[src/rtl/smt_thr_pkg.sv]
package smt_thr_pkg;
  localparam int NTHR = 2;

  typedef enum logic [1:0] {
    LV_NORM  = 2'd0,
    LV_LOW   = 2'd1,
    LV_INH   = 2'd2,
    LV_FLUSH = 2'd3
  } lvl_e;

  function automatic logic lvl_blocks(input lvl_e l);
    return (l == LV_INH) || (l == LV_FLUSH);
  endfunction

  function automatic lvl_e lvl_step(input lvl_e l);
    case (l)
      LV_NORM: return LV_LOW;
      LV_LOW:  return LV_INH;
      default: return LV_FLUSH;
    endcase
  endfunction
endpackage

[src/rtl/smt_thr_miss_ctr.sv]
module smt_thr_miss_ctr #(
  parameter int W = 5
) (
  input  logic         clk,
  input  logic         rst_n,
  input  logic         l2_miss,
  input  logic         tlb_miss,
  input  logic         l2_fill,
  input  logic         tlb_fill,
  input  logic [W-1:0] thresh,
  output logic         over_o
);
  localparam int MAXV = (1 << W) - 1;

  logic [W-1:0] cnt_q, cnt_d;
  logic         upd_en;
  int           sum_i;

  // Net change of the outstanding count in this cycle, clamped at both ends
  always_comb begin
    upd_en = l2_miss | tlb_miss | l2_fill | tlb_fill;
    sum_i  = int'(cnt_q) + int'(l2_miss) + int'(tlb_miss)
           - int'(l2_fill) - int'(tlb_fill);
    if (sum_i < 0)         cnt_d = '0;
    else if (sum_i > MAXV) cnt_d = W'(MAXV);
    else                   cnt_d = W'(sum_i);
  end

  always_ff @(posedge clk or negedge rst_n) begin
    if (!rst_n)      cnt_q <= '0;
    else if (upd_en) cnt_q <= cnt_d;
  end

  assign over_o = (cnt_q >= thresh);
endmodule

[src/rtl/smt_thr_escalate.sv]
module smt_thr_escalate
  import smt_thr_pkg::*;
#(
  parameter int PER_W = 4
) (
  input  logic             clk,
  input  logic             rst_n,
  input  logic [NTHR-1:0]  trig,
  input  logic [NTHR-1:0]  clear,
  input  logic [PER_W-1:0] persist,
  output logic [2*NTHR-1:0] lvl_flat_o,
  output logic [NTHR-1:0]  flush_o
);
  lvl_e             lvl_q [NTHR];
  lvl_e             lvl_d [NTHR];
  logic [PER_W-1:0] pc_q  [NTHR];
  logic [PER_W-1:0] pc_d  [NTHR];
  logic [NTHR-1:0]  trig_q, rise, ready, to_inh, block;
  logic [NTHR-1:0]  flush_q, flush_d;
  logic             later_q, later_d;
  logic [PER_W-1:0] pm1;

  // A persistence of 0 acts as 1
  assign pm1  = (persist == '0) ? '0 : persist - 1'b1;
  assign rise = trig & ~trig_q;

  // The thread whose trigger rose most recently; thread 1 on a tie
  always_comb begin
    later_d = later_q;
    if (&rise)        later_d = 1'b1;
    else if (rise[0]) later_d = 1'b0;
    else if (rise[1]) later_d = 1'b1;
  end

  always_comb begin
    for (int t = 0; t < NTHR; t++) begin
      ready[t]  = trig[t] && (lvl_q[t] != LV_FLUSH) && (pc_q[t] >= pm1);
      to_inh[t] = ready[t] && (lvl_q[t] == LV_LOW);
    end
    for (int t = 0; t < NTHR; t++) begin
      block[t] = to_inh[t] &&
                 (lvl_blocks(lvl_q[1-t]) || (to_inh[1-t] && (later_q != 1'(t))));
    end
    for (int t = 0; t < NTHR; t++) begin
      lvl_d[t] = lvl_q[t];
      pc_d[t]  = pc_q[t];
      if (!trig[t]) begin
        pc_d[t] = '0;
        if ((lvl_q[t] == LV_LOW) || (lvl_blocks(lvl_q[t]) && clear[t]))
          lvl_d[t] = LV_NORM;
      end else if (ready[t] && !block[t]) begin
        lvl_d[t] = lvl_step(lvl_q[t]);
        pc_d[t]  = '0;
      end else if (!ready[t] && (lvl_q[t] != LV_FLUSH)) begin
        pc_d[t]  = pc_q[t] + 1'b1;
      end
      flush_d[t] = (lvl_d[t] == LV_FLUSH) && (lvl_q[t] != LV_FLUSH);
    end
  end

  always_ff @(posedge clk or negedge rst_n) begin
    if (!rst_n) begin
      for (int t = 0; t < NTHR; t++) begin
        lvl_q[t] <= LV_NORM;
        pc_q[t]  <= '0;
      end
      trig_q  <= '0;
      flush_q <= '0;
      later_q <= 1'b0;
    end else begin
      for (int t = 0; t < NTHR; t++) begin
        lvl_q[t] <= lvl_d[t];
        pc_q[t]  <= pc_d[t];
      end
      trig_q  <= trig;
      flush_q <= flush_d;
      later_q <= later_d;
    end
  end

  always_comb begin
    for (int t = 0; t < NTHR; t++) lvl_flat_o[2*t +: 2] = lvl_q[t];
  end
  assign flush_o = flush_q;
endmodule

[src/rtl/smt_thr_dshare.sv]
module smt_thr_dshare
  import smt_thr_pkg::*;
#(
  parameter int FRAME = 16,
  parameter int PRI_W = 3
) (
  input  logic                 clk,
  input  logic                 rst_n,
  input  logic [NTHR*PRI_W-1:0] pri,
  input  logic [2*NTHR-1:0]    lvl_flat,
  input  logic [NTHR-1:0]      inh,
  output logic [NTHR-1:0]      grant_o
);
  localparam int SLOT_W = $clog2(FRAME);
  localparam int SH_W   = $clog2(FRAME + 1);
  localparam int ACC_W  = $clog2(FRAME) + 2;

  logic [PRI_W-1:0]  wgt [NTHR];
  logic [SLOT_W-1:0] slot_q, slot_d;
  logic [SH_W-1:0]   s0_q, s0_new;
  logic              val_q, val_new;
  logic [ACC_W-1:0]  acc_q, acc_d, acc_sum;
  logic              pick0, frame_end;
  int                num_i, den_i;

  // Effective weight after throttling
  for (genvar t = 0; t < NTHR; t++) begin : g_wgt
    logic [PRI_W-1:0] p;
    assign p = pri[t*PRI_W +: PRI_W];
    always_comb begin
      case (lvl_e'(lvl_flat[2*t +: 2]))
        LV_NORM: wgt[t] = p;
        LV_LOW:  wgt[t] = (p != '0) ? PRI_W'(1) : '0;
        default: wgt[t] = '0;
      endcase
    end
  end

  // Thread 0 share of the next frame
  always_comb begin
    num_i   = FRAME * int'(wgt[0]);
    den_i   = int'(wgt[0]) + int'(wgt[1]);
    val_new = (den_i != 0);
    s0_new  = val_new ? SH_W'(num_i / den_i) : '0;
  end

  assign frame_end = (slot_q == SLOT_W'(FRAME - 1));
  assign acc_sum   = acc_q + ACC_W'(s0_q);
  assign pick0     = (acc_sum >= ACC_W'(FRAME));

  always_comb begin
    if (frame_end) begin
      slot_d = '0;
      acc_d  = '0;
    end else begin
      slot_d = slot_q + 1'b1;
      acc_d  = pick0 ? acc_sum - ACC_W'(FRAME) : acc_sum;
    end
  end

  always_ff @(posedge clk or negedge rst_n) begin
    if (!rst_n) begin
      slot_q <= '0;
      acc_q  <= '0;
      s0_q   <= '0;
      val_q  <= 1'b0;
    end else begin
      slot_q <= slot_d;
      acc_q  <= acc_d;
      if (frame_end) begin
        s0_q  <= s0_new;
        val_q <= val_new;
      end
    end
  end

  // A slot scheduled for a blocked thread goes to the other one
  always_comb begin
    grant_o = '0;
    if (val_q) begin
      if (pick0) grant_o = inh[0] ? 2'b10 : 2'b01;
      else       grant_o = inh[1] ? 2'b01 : 2'b10;
    end
  end
endmodule

[src/rtl/smt_throttle_ctrl.sv]
module smt_throttle_ctrl
  import smt_thr_pkg::*;
#(
  parameter int MISS_W = 5,
  parameter int ROB_W  = 6,
  parameter int PRI_W  = 3,
  parameter int PER_W  = 4,
  parameter int FRAME  = 16
) (
  input  logic                clk,
  input  logic                rst_n,
  input  logic [1:0]          l2_miss_i,
  input  logic [1:0]          tlb_miss_i,
  input  logic [1:0]          l2_fill_i,
  input  logic [1:0]          tlb_fill_i,
  input  logic [2*ROB_W-1:0]  rob_occ_i,
  input  logic [2*PRI_W-1:0]  pri_i,
  input  logic [1:0]          cong_clear_i,
  input  logic [MISS_W-1:0]   miss_thresh_i,
  input  logic [ROB_W-1:0]    rob_limit_i,
  input  logic [PER_W-1:0]    persist_i,
  output logic [1:0]          dec_grant_o,
  output logic [1:0]          dec_inhibit_o,
  output logic [1:0]          flush_req_o
);
  logic [NTHR-1:0]   miss_over, thr_trig, inh;
  logic [2*NTHR-1:0] lvl_flat;

  for (genvar t = 0; t < NTHR; t++) begin : g_thr
    smt_thr_miss_ctr #(.W(MISS_W)) u_miss (
      .clk      (clk),
      .rst_n    (rst_n),
      .l2_miss  (l2_miss_i[t]),
      .tlb_miss (tlb_miss_i[t]),
      .l2_fill  (l2_fill_i[t]),
      .tlb_fill (tlb_fill_i[t]),
      .thresh   (miss_thresh_i),
      .over_o   (miss_over[t])
    );
    // Either congestion sign triggers the thread
    assign thr_trig[t] = miss_over[t] | (rob_occ_i[t*ROB_W +: ROB_W] >= rob_limit_i);
    assign inh[t]      = lvl_blocks(lvl_e'(lvl_flat[2*t +: 2]));
  end

  smt_thr_escalate #(.PER_W(PER_W)) u_esc (
    .clk        (clk),
    .rst_n      (rst_n),
    .trig       (thr_trig),
    .clear      (cong_clear_i),
    .persist    (persist_i),
    .lvl_flat_o (lvl_flat),
    .flush_o    (flush_req_o)
  );

  smt_thr_dshare #(.FRAME(FRAME), .PRI_W(PRI_W)) u_share (
    .clk      (clk),
    .rst_n    (rst_n),
    .pri      (pri_i),
    .lvl_flat (lvl_flat),
    .inh      (inh),
    .grant_o  (dec_grant_o)
  );

  assign dec_inhibit_o = inh;
endmodule

[config.mk]
export PLATFORM = sky130hd
export DESIGN_NAME = smt_throttle_ctrl
export DESIGN_NICKNAME = d
export VERILOG_FILES = /design/src/rtl/smt_thr_pkg.sv /design/src/rtl/smt_thr_miss_ctr.sv /design/src/rtl/smt_thr_escalate.sv /design/src/rtl/smt_thr_dshare.sv /design/src/rtl/smt_throttle_ctrl.sv
export SDC_FILE = /design/constraint.sdc
export NUM_CORES = 1
export LEC_CHECK = 0
export CAP_MARGIN = 20
export CORE_MARGIN = 3
export CORE_UTILIZATION = 37
export CTS_BUF_LIST = sky130_fd_sc_hd__clkbuf_4
export DETAILED_ROUTE_END_ITERATION = 7
export HOLD_SLACK_MARGIN = 0.06
export PLACE_DENSITY = 0.57
export SYNTH_ARGS = -nofsm -noshare
export SYNTH_HDL_FRONTEND = slang
export SYNTH_SLANG_ARGS = --single-unit
[constraint.sdc]
create_clock -name clk -period 82.7 [get_ports clk]
set_input_delay 12.405 -clock clk [delete_from_list [all_inputs] [get_ports clk]]
set_output_delay 12.405 -clock clk [all_outputs]
set_load 0.005 [all_outputs]
==> results.toml <==
[floorplan]
ioPinCount = 51
core_area_mm2 = 0.0565
rows = 87
start_util = 0.374
dieHeight_um = 245
dieArea_mm2 = 0.0601
die_x_um = 245

[routing]
vias = 24153
wl_um = 72000
vias_per_cell = 6.19
ant_nets = 0
routedWlPerCell_um = 18.4
drt_first_iter_violations = 1760
drcViolationCount = 0
dr.pass1.iters = 5

[synthesis]
yosysWarnings = 0
yosysMostFrequentCell = "nor2_1"
synthArstFlopShare = 1.00
synthAdderAreaFrac = 0.114
netlist_instances = 2991
synthMuxAreaShare = 0.0421
synth_common_cells = "nor2_1 (290), nand2_1 (253), ha_1 (181)"
synth_area_mm2 = 0.0212
yosysTopAreaCell = "ha_1"
synth-simple-area-share = 0.333
syn_area_per_cell_um2 = 7.07
synth_area_leaders = "ha_1 (11%), xnor2_1 (5.8%), nor2_1 (5.1%)"
synth_top_family_by_area = "compound AO/OA/AOI/OAI gates"
synth-edff-count = 0
ys_types = 135
synth-seq-cells = 43
synth_xor_area_frac = 0.0902
synth_flop_cell = "dfrtp_1"
synth_top_area_share = 0.107
synth_compound_area_frac = 0.336
ys_seq_area_frac = 0.0509

[clock_tree]
cts-htree-levels = 2
numCtsBuffers = 5
cts_sinks = 43
cts_tree = "yes"
worstSkewPairLatency_ps = 370
clk_pin_slew_ps = 140
holdBufCountCts = 0
root_buffer = "clkbuf_4"
max-clock-path-buffers = 2

[final_layout]
finalCoreUtilization = 0.423
layout-drive-gt1-share = 0.128
diodes = 0
area_growth_pct = 13.0
fin_cells = 3903
layout.nets = 3379

[placed_design]
placed_cells = 3845
gp_congestion = 0.944
port_buffers = 50
place_hpwl_um = 58900

[grt]
grt-ovfl-total = 0
grt_max_degree = 44
antenna_found_initial = 0
grt_pass1_wl_um = 116000
grt_util_all_layers = 0.225
grt_pass1_vias = 22916

[sta]
post-route-period-util = 0.946
finalHoldViolCount = 0
final.setup_skew_ps = 12.0
worstMarginPinSlew_ps = 1010
fin_hold_ws_ps = 452
slew_headroom = 0.313
max_freq_mhz = 12.8
min_period_ps = 78240
slew_viol_final = 0
finalSetupViolCount = 0

[critical_path]
path_class = "input pin to register"
end_kind = "register"
cp_data_required_time_ps = 82940
worst_ep_arrival_time_ps = 78480
path_delay_family = "simple AND/OR/NAND/NOR gates"
worstSetupStartpointType = "input pin"
critPathMaxStageDelay_ps = 520
critical_path_peak_fanout = 12
crit_top_cell = "ha_1"
path_buf_inv = 16
slowest_stage = "or4b_1"

[flow_run]
maxCapViolations = 0

[hold_path]
hp-class = "register to register"

[outcome]
status = "finished clean"
==> final cells by class <==
type,instances,area (um^2)
Inverter,96,360
Timing Repair Buffer,197,1610
Tap cell,756,946
Sequential cell,43,1080
Fill cell,5857,32600
Multi-Input combinational cell,2803,19900
Clock buffer,6,45.0
Clock inverter,2,12.5
==> flip-flops by register name, indices dropped and copies added (netlist names) <==
register,count
u_share.slot_q,4
u_share.val_q,1
u_share.acc_q,6
u_esc.later_q,1
u_esc.trig_q,2
g_thr.u_miss.cnt_q,10
u_share.s0_q,5
u_esc.pc_q,8
u_esc.lvl_flat_o,4
u_esc.flush_o,2
==> stage by stage <==
step	setup slack, ps	instance area (um^2)	TNS (ps)
2_1_floorplan	2460	21200	0
3_3_place_gp	819	23100	0
3_5_place_dp	-1320	23100	-1320
4_1_cts	31.7	23200	0
5_1_grt	-321	23900	-321
6_report	4460	23900	0
==> worst paths after layout <==
check                                               from                                   end  slack, ps  cells past startpoint
setup / recovery                                pri_i[1]           u_share.s0_q[0]$_DFFE_PN0N_       4460                    316
hold / removal                 u_esc.trig_q[1]$_DFF_PN0_             u_esc.later_q$_DFFE_PN0P_        450                      1
setup reg to reg           u_esc.lvl_flat_o[0]$_DFF_PN0_           u_share.s0_q[0]$_DFFE_PN0N_      16420                    315
hold reg to reg                u_esc.trig_q[1]$_DFF_PN0_             u_esc.later_q$_DFFE_PN0P_        450                      1
max in group asynchronous                          rst_n             u_esc.pc_q[2]$_DFFE_PN0P_      70340                      2
min in group asynchronous                          rst_n  g_thr[0].u_miss.cnt_q[2]$_DFFE_PN0P_      11890                      1
==> timing repair <==
action / CTS / global route
setup endpoints to repair: 1 / 3
pin swaps: 0 / 21
buffers inserted: 0 / 48
resized for setup: 9 / 72
gates cloned: 0 / 1
==> placed cells by master (no fill, tap or decap), drive strengths merged, types with 59 or more instances in the layout <==
cell type / netlist / final
nor2: 291 / 291
nand2: 255 / 255
a21oi: 184 / 184
ha: 181 / 181
o21ai: 176 / 176
nor3: 149 / 149
buf: 33 / 148
xnor2: 140 / 140
nand3: 107 / 107
inv: 96 / 96
o21a: 86 / 86
xor2: 77 / 77
a21o: 71 / 71
nand2b: 63 / 63
nand4: 59 / 59
a31oi: 59 / 59
==> worst reg2reg max path, delay by kind of cell (launching register included) <==
family | cells | cell delay [ps]
AOI/OAI and AO/OA | 126 | 23560
xor gates and xnor gates | 1 | 220
adders and majority gates | 35 | 10550
buffers and inverters | 15 | 2160
DFF | 1 | 500
muxes | 10 | 3460
and+or+nand+nor | 128 | 25700
==> metal layers <==
| layer | share of wire | global-route usage | vias to the layer above | wire [um] |
|---|---|---|---|---|
| met5 | 0 | 0 | - | 0 |
| met1 | 0.47 | 0.307 | 11520 | 33600 |
| met2 | 0.46 | 0.385 | 701 | 33400 |
| met4 | 0.028 | 0.0613 | 0 | 2050 |
| met3 | 0.040 | 0.0106 | 135 | 2850 |
| li1 | - | - | 11797 | - |
==> kinds of logic (layout without fill, tap and decap cells) <==
group           count (synthesis)  after routing
simple gates                 1307           1308
compound gates                983            983
xor+xnor                      217            217
fa+ha+maj                     189            189
buf+inv                       168            301
mux                            83             83
flops                          43             43
other cells                     1             23
Power is left out: the tool's default activity adds up to more than one toggle a clock period on the data nets, which glitch-free logic cannot reach.
